## config.mk

```make
export PLATFORM = sky130hd
export DESIGN_NAME = i2c_sfr_port
export DESIGN_NICKNAME = d
export VERILOG_FILES = /design/src/rtl/i2c_sfr_pkg.sv /design/src/rtl/i2c_pin_sync.sv /design/src/rtl/i2c_bus_cond.sv /design/src/rtl/i2c_slave_fsm.sv /design/src/rtl/i2c_sfr_port.sv
export SDC_FILE = /design/constraint.sdc
export NUM_CORES = 1
export LEC_CHECK = 0
export BUFFER_PORTS_ARGS = -buffer_cell sky130_fd_sc_hd__buf_2
export CELL_PAD_IN_SITES_DETAIL_PLACEMENT = 1
export CELL_PAD_IN_SITES_GLOBAL_PLACEMENT = 2
export CORE_ASPECT_RATIO = 0.6
export CORE_MARGIN = 4
export CORE_UTILIZATION = 39
export CTS_CLUSTER_SIZE = 28
export DETAILED_ROUTE_END_ITERATION = 8
export PLACE_DENSITY = 0.78
export SETUP_SLACK_MARGIN = 0.3
export SYNTH_ARGS = -nofsm -noshare
export SYNTH_HDL_FRONTEND = slang
export SYNTH_SLANG_ARGS = --single-unit
```

## constraint.sdc

```tcl
create_clock -name clk -period 2.3 [get_ports clk]
set_clock_uncertainty 0.05 [all_clocks]
set_input_delay 0.46 -clock clk [delete_from_list [all_inputs] [get_ports clk]]
set_output_delay 0.46 -clock clk [all_outputs]
set_load 0.02 [all_outputs]
```

## src/rtl/i2c_sfr_pkg.sv

```systemverilog
package i2c_sfr_pkg;

    // register offsets on the firmware bus
    localparam int REG_AW = 2;
    localparam logic [REG_AW-1:0] REG_CTRL = 2'd0;
    localparam logic [REG_AW-1:0] REG_SELF = 2'd1;
    localparam logic [REG_AW-1:0] REG_DATA = 2'd2;

    // control register bit positions
    localparam int CB_DOUT   = 7;
    localparam int CB_DEN    = 6;
    localparam int CB_COUT   = 5;
    localparam int CB_DIN    = 4;
    localparam int CB_MASTER = 3;
    localparam int CB_ERST   = 2;
    localparam int CB_DIR    = 1;
    localparam int CB_FLAG   = 0;

    localparam int BYTE_W = 8;
    localparam int CNT_W  = 4;

    typedef enum logic [2:0] {
        ST_IDLE,
        ST_ADDR,
        ST_ADDR_ACK,
        ST_RX,
        ST_RX_ACK,
        ST_TX,
        ST_TX_ACK,
        ST_SKIP
    } slv_state_t;

endpackage

```

## src/rtl/i2c_pin_sync.sv

```systemverilog
module i2c_pin_sync #(
    parameter int WIDTH  = 2,
    parameter int STAGES = 2
) (
    input  logic             clk,
    input  logic             rst_n,
    input  logic [WIDTH-1:0] din,
    output logic [WIDTH-1:0] dout
);

    logic [STAGES-1:0][WIDTH-1:0] pipe;

    genvar g;
    for (g = 0; g < STAGES; g++) begin : g_stage
        if (g == 0) begin : g_first
            always_ff @(posedge clk or negedge rst_n) begin
                if (!rst_n) pipe[g] <= '1;
                else        pipe[g] <= din;
            end
        end else begin : g_rest
            always_ff @(posedge clk or negedge rst_n) begin
                if (!rst_n) pipe[g] <= '1;
                else        pipe[g] <= pipe[g-1];
            end
        end
    end

    assign dout = pipe[STAGES-1];

endmodule

```

## src/rtl/i2c_bus_cond.sv

```systemverilog
module i2c_bus_cond (
    input  logic clk,
    input  logic rst_n,
    input  logic scl_s,
    input  logic sda_s,
    output logic scl_rise,
    output logic scl_fall,
    output logic bus_start,
    output logic bus_stop
);

    logic scl_p, sda_p;

    always_ff @(posedge clk or negedge rst_n) begin
        if (!rst_n) begin
            scl_p <= 1'b1;
            sda_p <= 1'b1;
        end else begin
            scl_p <= scl_s;
            sda_p <= sda_s;
        end
    end

    always_comb begin
        scl_rise  =  scl_s && !scl_p;
        scl_fall  = !scl_s &&  scl_p;
        // data moves while clock stays high
        bus_start =  scl_s && scl_p && sda_p && !sda_s;
        bus_stop  =  scl_s && scl_p && !sda_p && sda_s;
    end

endmodule

```

## src/rtl/i2c_slave_fsm.sv

```systemverilog
module i2c_slave_fsm
    import i2c_sfr_pkg::*;
(
    input  logic              clk,
    input  logic              rst_n,
    input  logic              hold,
    input  logic              scl_rise,
    input  logic              scl_fall,
    input  logic              bus_start,
    input  logic              bus_stop,
    input  logic              sda_s,
    input  logic [6:0]        own_addr,
    input  logic [BYTE_W-1:0] tx_byte,
    output logic              sda_low,
    output logic              rx_strobe,
    output logic [BYTE_W-1:0] rx_byte,
    output logic              flag_set,
    output logic              dir_wr,
    output logic              dir_val
);

    slv_state_t        state_q, state_n;
    logic [CNT_W-1:0]  cnt_q, cnt_n;
    logic [BYTE_W-1:0] sh_q, sh_n;
    logic              phase_q, phase_n;
    logic              rw_q, rw_n;
    logic [BYTE_W-1:0] shifted_in;

    assign shifted_in = {sh_q[BYTE_W-2:0], sda_s};

    // state register
    always_ff @(posedge clk or negedge rst_n) begin
        if (!rst_n) begin
            state_q <= ST_IDLE;
            cnt_q   <= '0;
            sh_q    <= '0;
            phase_q <= 1'b0;
            rw_q    <= 1'b0;
        end else begin
            state_q <= state_n;
            cnt_q   <= cnt_n;
            sh_q    <= sh_n;
            phase_q <= phase_n;
            rw_q    <= rw_n;
        end
    end

    // next state and event pulses
    always_comb begin
        state_n   = state_q;
        cnt_n     = cnt_q;
        sh_n      = sh_q;
        phase_n   = phase_q;
        rw_n      = rw_q;
        rx_strobe = 1'b0;
        rx_byte   = shifted_in;
        flag_set  = 1'b0;
        dir_wr    = 1'b0;
        dir_val   = sda_s;
        if (hold || bus_stop) begin
            state_n = ST_IDLE;
            cnt_n   = '0;
            phase_n = 1'b0;
        end else if (bus_start) begin
            state_n = ST_ADDR;
            cnt_n   = '0;
            phase_n = 1'b0;
        end else begin
            unique case (state_q)
                ST_IDLE, ST_SKIP: begin
                end
                ST_ADDR: begin
                    if (scl_rise) begin
                        sh_n  = shifted_in;
                        cnt_n = cnt_q + 1'b1;
                        if (cnt_q == CNT_W'(BYTE_W - 1)) begin
                            if (sh_q[6:0] == own_addr) begin
                                dir_wr  = 1'b1;
                                rw_n    = sda_s;
                                phase_n = 1'b0;
                                state_n = ST_ADDR_ACK;
                            end else begin
                                state_n = ST_SKIP;
                            end
                        end
                    end
                end
                ST_ADDR_ACK, ST_RX_ACK: begin
                    if (scl_fall) begin
                        if (!phase_q) begin
                            phase_n = 1'b1;
                        end else begin
                            phase_n = 1'b0;
                            cnt_n   = '0;
                            if (state_q == ST_ADDR_ACK && rw_q) begin
                                sh_n    = tx_byte;
                                state_n = ST_TX;
                            end else begin
                                state_n = ST_RX;
                            end
                        end
                    end
                end
                ST_RX: begin
                    if (scl_rise) begin
                        sh_n  = shifted_in;
                        cnt_n = cnt_q + 1'b1;
                        if (cnt_q == CNT_W'(BYTE_W - 1)) begin
                            rx_strobe = 1'b1;
                            flag_set  = 1'b1;
                            phase_n   = 1'b0;
                            state_n   = ST_RX_ACK;
                        end
                    end
                end
                ST_TX: begin
                    if (scl_rise) begin
                        cnt_n = cnt_q + 1'b1;
                    end else if (scl_fall) begin
                        if (cnt_q == CNT_W'(BYTE_W)) begin
                            phase_n = 1'b0;
                            state_n = ST_TX_ACK;
                        end else begin
                            sh_n = {sh_q[BYTE_W-2:0], 1'b0};
                        end
                    end
                end
                ST_TX_ACK: begin
                    if (scl_rise) begin
                        flag_set = 1'b1;
                        if (!sda_s) phase_n = 1'b1;
                        else        state_n = ST_SKIP;
                    end else if (scl_fall && phase_q) begin
                        phase_n = 1'b0;
                        cnt_n   = '0;
                        sh_n    = tx_byte;
                        state_n = ST_TX;
                    end
                end
                default: state_n = ST_IDLE;
            endcase
        end
    end

    // line output
    always_comb begin
        unique case (state_q)
            ST_ADDR_ACK, ST_RX_ACK: sda_low = phase_q;
            ST_TX:                  sda_low = !sh_q[BYTE_W-1];
            default:                sda_low = 1'b0;
        endcase
    end

endmodule

```

## src/rtl/i2c_sfr_port.sv

```systemverilog
module i2c_sfr_port
    import i2c_sfr_pkg::*;
#(
    parameter logic [7:0] OWN_ADDR_RST = 8'h55,
    parameter int         SYNC_STAGES  = 2
) (
    input  logic              clk,
    input  logic              rst_n,
    input  logic              reg_wr,
    input  logic [REG_AW-1:0] reg_addr,
    input  logic [7:0]        reg_wdata,
    output logic [7:0]        reg_rdata,
    input  logic              spi_en,
    input  logic              scl_in,
    input  logic              sda_in,
    output logic              scl_drive_low,
    output logic              sda_drive_low
);

    logic scl_s, sda_s;
    logic scl_rise, scl_fall, bus_start, bus_stop;

    logic bb_dout, bb_den, bb_cout, bb_din;
    logic sw_master, eng_rst, dir_q, flag_q;
    logic [7:0] ctrl_q;
    logic [7:0] self_q;
    logic [BYTE_W-1:0] data_q;

    logic fsm_sda_low, fsm_rx_strobe, fsm_flag_set, fsm_dir_wr, fsm_dir_val;
    logic [BYTE_W-1:0] fsm_rx_byte;
    logic engine_hold;

    i2c_pin_sync #(.WIDTH(2), .STAGES(SYNC_STAGES)) u_sync (
        .clk  (clk),
        .rst_n(rst_n),
        .din  ({scl_in, sda_in}),
        .dout ({scl_s, sda_s})
    );

    i2c_bus_cond u_cond (
        .clk      (clk),
        .rst_n    (rst_n),
        .scl_s    (scl_s),
        .sda_s    (sda_s),
        .scl_rise (scl_rise),
        .scl_fall (scl_fall),
        .bus_start(bus_start),
        .bus_stop (bus_stop)
    );

    assign engine_hold = eng_rst || sw_master || spi_en;

    i2c_slave_fsm u_fsm (
        .clk      (clk),
        .rst_n    (rst_n),
        .hold     (engine_hold),
        .scl_rise (scl_rise),
        .scl_fall (scl_fall),
        .bus_start(bus_start),
        .bus_stop (bus_stop),
        .sda_s    (sda_s),
        .own_addr (self_q[7:1]),
        .tx_byte  (data_q),
        .sda_low  (fsm_sda_low),
        .rx_strobe(fsm_rx_strobe),
        .rx_byte  (fsm_rx_byte),
        .flag_set (fsm_flag_set),
        .dir_wr   (fsm_dir_wr),
        .dir_val  (fsm_dir_val)
    );

    // control register
    always_ff @(posedge clk or negedge rst_n) begin
        if (!rst_n) begin
            bb_dout   <= 1'b0;
            bb_den    <= 1'b0;
            bb_cout   <= 1'b0;
            bb_din    <= 1'b0;
            sw_master <= 1'b0;
            eng_rst   <= 1'b0;
            dir_q     <= 1'b0;
            flag_q    <= 1'b0;
        end else begin
            if (reg_wr && reg_addr == REG_CTRL) begin
                bb_dout   <= reg_wdata[CB_DOUT];
                bb_den    <= reg_wdata[CB_DEN];
                bb_cout   <= reg_wdata[CB_COUT];
                sw_master <= reg_wdata[CB_MASTER];
                eng_rst   <= reg_wdata[CB_ERST];
                if (!reg_wdata[CB_FLAG]) flag_q <= 1'b0;
            end
            if (fsm_flag_set) flag_q <= 1'b1;
            if (fsm_dir_wr)   dir_q  <= fsm_dir_val;
            if (sw_master && !bb_den && scl_rise) bb_din <= sda_s;
        end
    end

    // own address and data registers
    always_ff @(posedge clk or negedge rst_n) begin
        if (!rst_n) begin
            self_q <= OWN_ADDR_RST;
            data_q <= '0;
        end else begin
            if (reg_wr && reg_addr == REG_SELF) self_q <= reg_wdata;
            if (fsm_rx_strobe)
                data_q <= fsm_rx_byte;
            else if (reg_wr && reg_addr == REG_DATA)
                data_q <= reg_wdata;
        end
    end

    assign ctrl_q = {bb_dout, bb_den, bb_cout, bb_din, sw_master, eng_rst, dir_q, flag_q};

    always_comb begin
        unique case (reg_addr)
            REG_CTRL: reg_rdata = ctrl_q;
            REG_SELF: reg_rdata = self_q;
            REG_DATA: reg_rdata = data_q;
            default:  reg_rdata = 8'h00;
        endcase
    end

    // open-drain line control
    always_comb begin
        scl_drive_low = !spi_en && sw_master && !bb_cout;
        sda_drive_low = !spi_en && (sw_master ? (bb_den && !bb_dout) : fsm_sda_low);
    end

endmodule

```

# ---- Word-level counts from Yosys, hierarchy flattened
# Cells that the tools add are included.
dict set report totals {
  output_inout_bits 10
  ff_bits 47
  word_cells 178
  input_bits 16
}
dict set report classes {
  n_reduce_logical 45
  n_mux 74
  bitwise 2
  addsub 1
  eq_ne 37
}
# op count
set op_table {}
lappend op_table {{$mux W8} 11}
lappend op_table {{$mux W3} 16}
lappend op_table {{$reduce_and A12 Y1} 3}
lappend op_table {{$mux W1} 33}
lappend op_table {{$ne A4 B2 Y1 const B} 8}
lappend op_table {{$pmux W8 S4} 1}
lappend op_table {{$mux W4} 7}
lappend op_table {{$pmux W8 S3} 1}
lappend op_table {{$logic_and A1 B1 Y1} 18}
lappend op_table {{$ne A4 B3 Y1 const B} 4}
lappend op_table {{$pmux W3 S5} 1}
lappend op_table {{$ne A2 B1 Y1 const B} 7}
lappend op_table {{$pmux W4 S3} 1}
lappend op_table {{$reduce_and A6 Y1} 2}
lappend op_table {{$ne A5 B4 Y1 const B} 2}
lappend op_table {{$eq A3 B3 Y1 const B} 3}
lappend op_table {{$logic_not A1 Y1} 9}
lappend op_table {{$eq A7 B7 Y1} 1}
lappend op_table {{$reduce_bool A7 Y1} 1}
lappend op_table {{$eq A3 B2 Y1 const B} 2}
lappend op_table {{$ne A2 B2 Y1 const B} 3}
lappend op_table {{$ne A5 B3 Y1 const B} 1}
lappend op_table {{$pmux W1 S5} 1}
lappend op_table {{$reduce_bool A5 Y1} 1}
lappend op_table {{16 further kinds} 22}

# ---- Longest topological paths before layout
dict set report logic_depth {
  word_depth 8
  mapped_depth 7
  mapped_depth_nobuf 7
}

# ---- Cells and area by module
# From an unflattened synthesis, not the netlist that was laid out.
dict set report unflattened {
  hier_cells 288
  area_unflattened_um2 2956.6
}
# mod area_per_inst_um2 seq_area_each_um2 cells_per_inst n_inst
set modules_own_cells {}
lappend modules_own_cells {i2c_slave_fsm 1505.2 425.4 179 1}
lappend modules_own_cells {i2c_sfr_port 1246.2 605.6 97 1}
lappend modules_own_cells {i2c_pin_sync 120.1 105.1 6 1}
lappend modules_own_cells {i2c_bus_cond 85.1 52.6 6 1}

# ---- Least setup slack after synthesis
# Ideal clock, no wire load.
dict set report synth_timing {
  kind {reg-to-reg}
  startpoint {register u_sync.pipe, in the netlist u_sync.dout[0]}
  endpoint {register u_fsm.phase_q}
  period_less_slack_ns 1.960
  stages_incl_launch_ff 8
  arrival_time_ns 1.784
  n_path_buf 2
  path_slack_ns 0.340
  setup_time_ns 0.125
  path_cell_list {dfstp_2 buf_6 nand4b_1 and2_1 buf_2 a21boi_2 nor4b_2 mux2_4}
}
dict set report synth_via {
  elab_chain_len 4
  word_cells_on_any_way 19
  classes_between {eq/ne (11); mux (2); reduce/logical (6)}
}
# element line_no
set synth_lines {}
lappend synth_lines {{start, declared} i2c_pin_sync.sv:11} ;# logic [STAGES-1:0][WIDTH-1:0] pipe;
lappend synth_lines {{start signal, assigned by index} i2c_pin_sync.sv:23} ;# else pipe[g] <= pipe[g-1];
lappend synth_lines {{$logic_not A1 Y1 / $logic_and A1 B1 Y1 (equally long branches)} --}
lappend synth_lines {{$logic_and A1 B1 Y1 / $logic_or A1 B1 Y1 (equally long branches)} {i2c_bus_cond.sv:28, i2c_slave_fsm.sv:60}}
lappend synth_lines {{$ne A5 B4 Y1 (no source line) (tied with other cells)} --}
lappend synth_lines {{$reduce_and A12 Y1 (no source line) / $mux W1 (equally long branches)} --}
lappend synth_lines {{end signal, assigned} i2c_slave_fsm.sv:43} ;# phase_q <= phase_n;
lappend synth_lines {{end, declared} i2c_slave_fsm.sv:25} ;# logic phase_q, phase_n;
# Parallel ways exist; a longest one is shown, timed or not.
# A chain may end at the register's enable or synchronous reset.

# ---- Worst setup path in the final report
dict set report layout_timing {
  startpoint {register u_sync.pipe, in the netlist u_sync.dout[1]}
  endpoint {register u_fsm.state_q[2]}
}
dict set report layout_via {
  elab_chain_len 6
  word_cells_on_any_way 27
  classes_between {eq/ne (11); mux (4); reduce/logical (12)}
}
# element line_no
set layout_lines {}
lappend layout_lines {{$logic_and A1 B1 Y1} {i2c_bus_cond.sv:28, i2c_bus_cond.sv:29}}
lappend layout_lines {{$logic_and A1 B1 Y1 (2 in a row)} i2c_bus_cond.sv:29} ;# bus_stop = scl_s && scl_p && !sda_p && sda_s;
lappend layout_lines {{$logic_or A1 B1 Y1} i2c_slave_fsm.sv:60} ;# if (hold || bus_stop) begin
lappend layout_lines {{$ne A5 B4 Y1 (no source line) (tied with other cells)} --}
lappend layout_lines {{$reduce_and A12 Y1 (no source line)} --}
lappend layout_lines {{end signal, assigned} i2c_slave_fsm.sv:40} ;# state_q <= state_n;
lappend layout_lines {{end, declared} i2c_slave_fsm.sv:22} ;# slv_state_t state_q, state_n;
# Parallel ways exist; a longest one is shown, timed or not.

==> key figures <==
Worst setup path
  • Worst setup endpoint: u_fsm.state_q[2]
  • Startpoint Class: flop
  • CP Class: reg2reg
  • Arrival time at the worst endpoint: 2.18 ns
  • FF-to-FF path depth: 6
  • CP Data Required Time: 2.43 ns
  • Maximum fanout along the worst path: 8
  • Reg-to-reg startpoint: u_sync.dout[1]
  • Reg2reg setup slack: 0.25 ns
  • R2r endpoint: u_fsm.state_q[2]
  • Crit path launch: u_sync.dout[1]
  • CP endpoint kind: flop

Timing
  • Unrepaired setup endpoints after global routing: true
  • Setup violations, final: 0
  • Hold Slack: slightly below 0.08 ns
  • Slew of the pin with the lowest slew margin: around 0.50 ns
  • Fin crit share: 0.893
  • Final Hold Vio Count: 0
  • F_max: 487 MHz
  • Final WS setup: 0.247 ns
  • Max-slew violations: 0
  • Post-route setup TNS: 0 ns
  • Period minus WS final: 2.05 ns
  • Relative slew margins: 0.665

Cells and area
  • Share of cells above drive strength 1: 0.457
  • Antenna diodes: 0
  • Area grow syn2layout: 24.8%
  • Nets: between 300 and 400
  • Fin util: 0.519

Synthesis
  • Register area share after synthesis: 0.416
  • Share of the synthesized area in the top cell type: 0.324
  • Async SR Flop Fraction: 1.00
  • Most instantiated cells after synthesis: dfrtp_1, mux2_2, nand2_1, mux2i_1, nor2_1
  • Area leader, netlist: dfrtp_1
  • Synth Area in Adders: 0.00875
  • Post-Synth Simple-Gate Area: 0.171
  • Mapped Area: ~2900 um^2
  • Syn. warnings: 0
  • Multiplexer share of the synthesized area: 0.202
  • Top_reg_cell synth: dfrtp_1
  • Avg Cell Area, Syn: 10.7 um^2
  • Post-Syn Instances: 268
  • Count leader, synth: dfrtp_1
  • Post-synth cell types: 58
  • Post-synth EDFFs: 0
  • Syn nets: 286
  • #FFs+latches synth: 47
  • Post-synthesis compound-gate area fraction: 0.133
  • Largest family of logic cells by synthesized area: multiplexers
  • Post-synthesis xor/xnor area fraction: 0.0276
  • Synth top area cells: dfrtp_1, mux2_2, dfstp_2, mux2i_1, nand2_1

Die
  • Initial Utilization: 0.416
  • Die Wd: 119 um
  • Row count: 23
  • IO Count: 26
  • DIE AREA: approximately 8800 um^2
  • Core footprint: 6880 um^2
  • Die Y: 74.3 um

Drt
  • Detailed-router iteration count before antenna repair: 4
  • WL/cell: 20.9 um
  • DR iter-0 viols: 107
  • Overall routed net length: 8540 um
  • DRC viols: 0
  • Post-route ant nets: 0
  • Routed vias: 2322
  • DR vias/cell: 5.68

GRT
  • Initial antenna violation count: 0
  • Number of global-route vias before repair: roughly 2300
  • GRT Total Usage: 0.204
  • First-pass GRT wire length: 13600 um
  • Largest net degree at the start of global routing: 22
  • GR Overflow Total: 0

Placement
  • Final GP Congestion: 0.902
  • DP Worst Slack: 0.111 ns
  • Dpl hpwl: 6180 um
  • # port buffers: 25

Hold path
  • Hold/Removal Path Class: in2async

Clocking
  • Clk sinks: 47
  • Htree depth: 2
  • TritonCTS clock tree: yes
  • Clk root buf: clkbuf_16
  • Worst skew pair latency: 0.29 ns
  • Bufs on Longest Clock Path: 2
  • Hold buffers post-CTS: 0
  • Worst-path clk slew: 0.06 ns
  • CTS Buf Count: 5

Status
  • Status: finished clean

Power
  • Leakage power: 1.59 nW
  • Power density cells: approximately 850 nW/um^2
  • Maximum vdd drop: ~0.33 mV

Run
  • Max-cap viol count: 0
==> per-layer routing <==
metal,GRT usage,vias to the layer above,part of all wire
met1,0.320,1175,0.52
met3,0.0395,14,0.057
met4,0.0462,0,0.013
met2,0.287,58,0.41
li1,-,1075,-
met5,0,-,0
==> per-stage QoR <==
step	cell area, um^2	power [mW]	cells
floorplan	2860	1.78	268
global placement	3140	2.06	383
global route	3570	3.21	409
finish	3570	3.05	409
detailed placement	3140	2.08	383
CTS	3450	2.95	401
==> state kept, by name (all words and copies together) (netlist names), 2 cells and up <==
register       cells
data_q             8
self_q             8
u_fsm.sh_q         8
u_fsm.cnt_q        4
u_fsm.state_q      3
u_sync.dout        2
u_sync.pipe        2
==> final cells by class <==
cell class | count | area (um^2)
fillers | 777 | 3310
clock inverters | 1 | 8.76
clock buffers | 7 | 143
inverters | 8 | 30.0
repair buffers | 61 | 413
flip-flops and latches | 47 | 1190
well taps | 87 | 109
multi-input cells | 198 | 1670
==> power by group <==
part	internal (mW)	switching [mW]	leakage, nW
Sequential	1.00	0.187	0.573
Clock	0.435	0.314	0.0741
Combinational	0.567	0.541	0.939
==> placed cells by master, fill, tap and decap left out, drive strengths merged, types with 2 or more instances in the layout <==
cell type / count
buf: 60
dfrtp: 37
mux2: 35
nand2: 21
mux2i: 18
nor2: 15
o21ai: 15
a21oi: 14
dfstp: 10
nand2b: 9
inv: 8
xnor2: 8
clkbuf: 8
o22ai: 7
nand3: 6
nand3b: 5
or3: 4
nand4b: 3
nor3: 3
nor2b: 3
a211oi: 3
o211ai: 2
nand4: 2
ha: 2
nor3b: 2
nor4: 2
and2: 2
a21boi: 2
o311ai: 2
==> how the worst min path moves through the flow <==
| stage | start | endpoint | slack [ns] | cells after the start |
|---|---|---|---|---|
| floorplan | rst_n | bb_cout | 0.11 | 0 |
| global placement | u_sync.pipe[0] | u_sync.dout[0] | 0.30 | 0 |
| detailed placement | u_sync.pipe[0] | u_sync.dout[0] | 0.30 | 0 |
| CTS | rst_n | data_q[2] | 0.09 | 1 |
| global route | rst_n | flag_q | 0.11 | 1 |
| finish | rst_n | data_q[2] | 0.08 | 1 |
==> cells by family (layout without fill, tap and decap cells) <==
group / Yosys count / count (layout)
DFF: 47 / 47
adders and majority gates: 2 / 2
xor gates and xnor gates: 9 / 9
AOI/OAI and AO/OA: 53 / 53
muxes: 53 / 53
buffers and inverters: 23 / 77
and+or+nand+nor: 81 / 81
==> critical path: stages (launching register included) <==
cell and delay [ns]:
dfstp_2 0.61, buf_4 0.18, nor2_1 0.06, a211oi_2 0.22, o22ai_2 0.12, a211oi_4 0.37, mux2_4 0.33
==> timing repair <==
| item | CTS | global route |
|---|---|---|
| pin swaps | 8 | 8 |
| buffers inserted | 10 | 8 |
| gates resized for setup | 17 | 19 |
| setup endpoints to repair | 27 | 23 |
(Power assumes the default switching activity.)
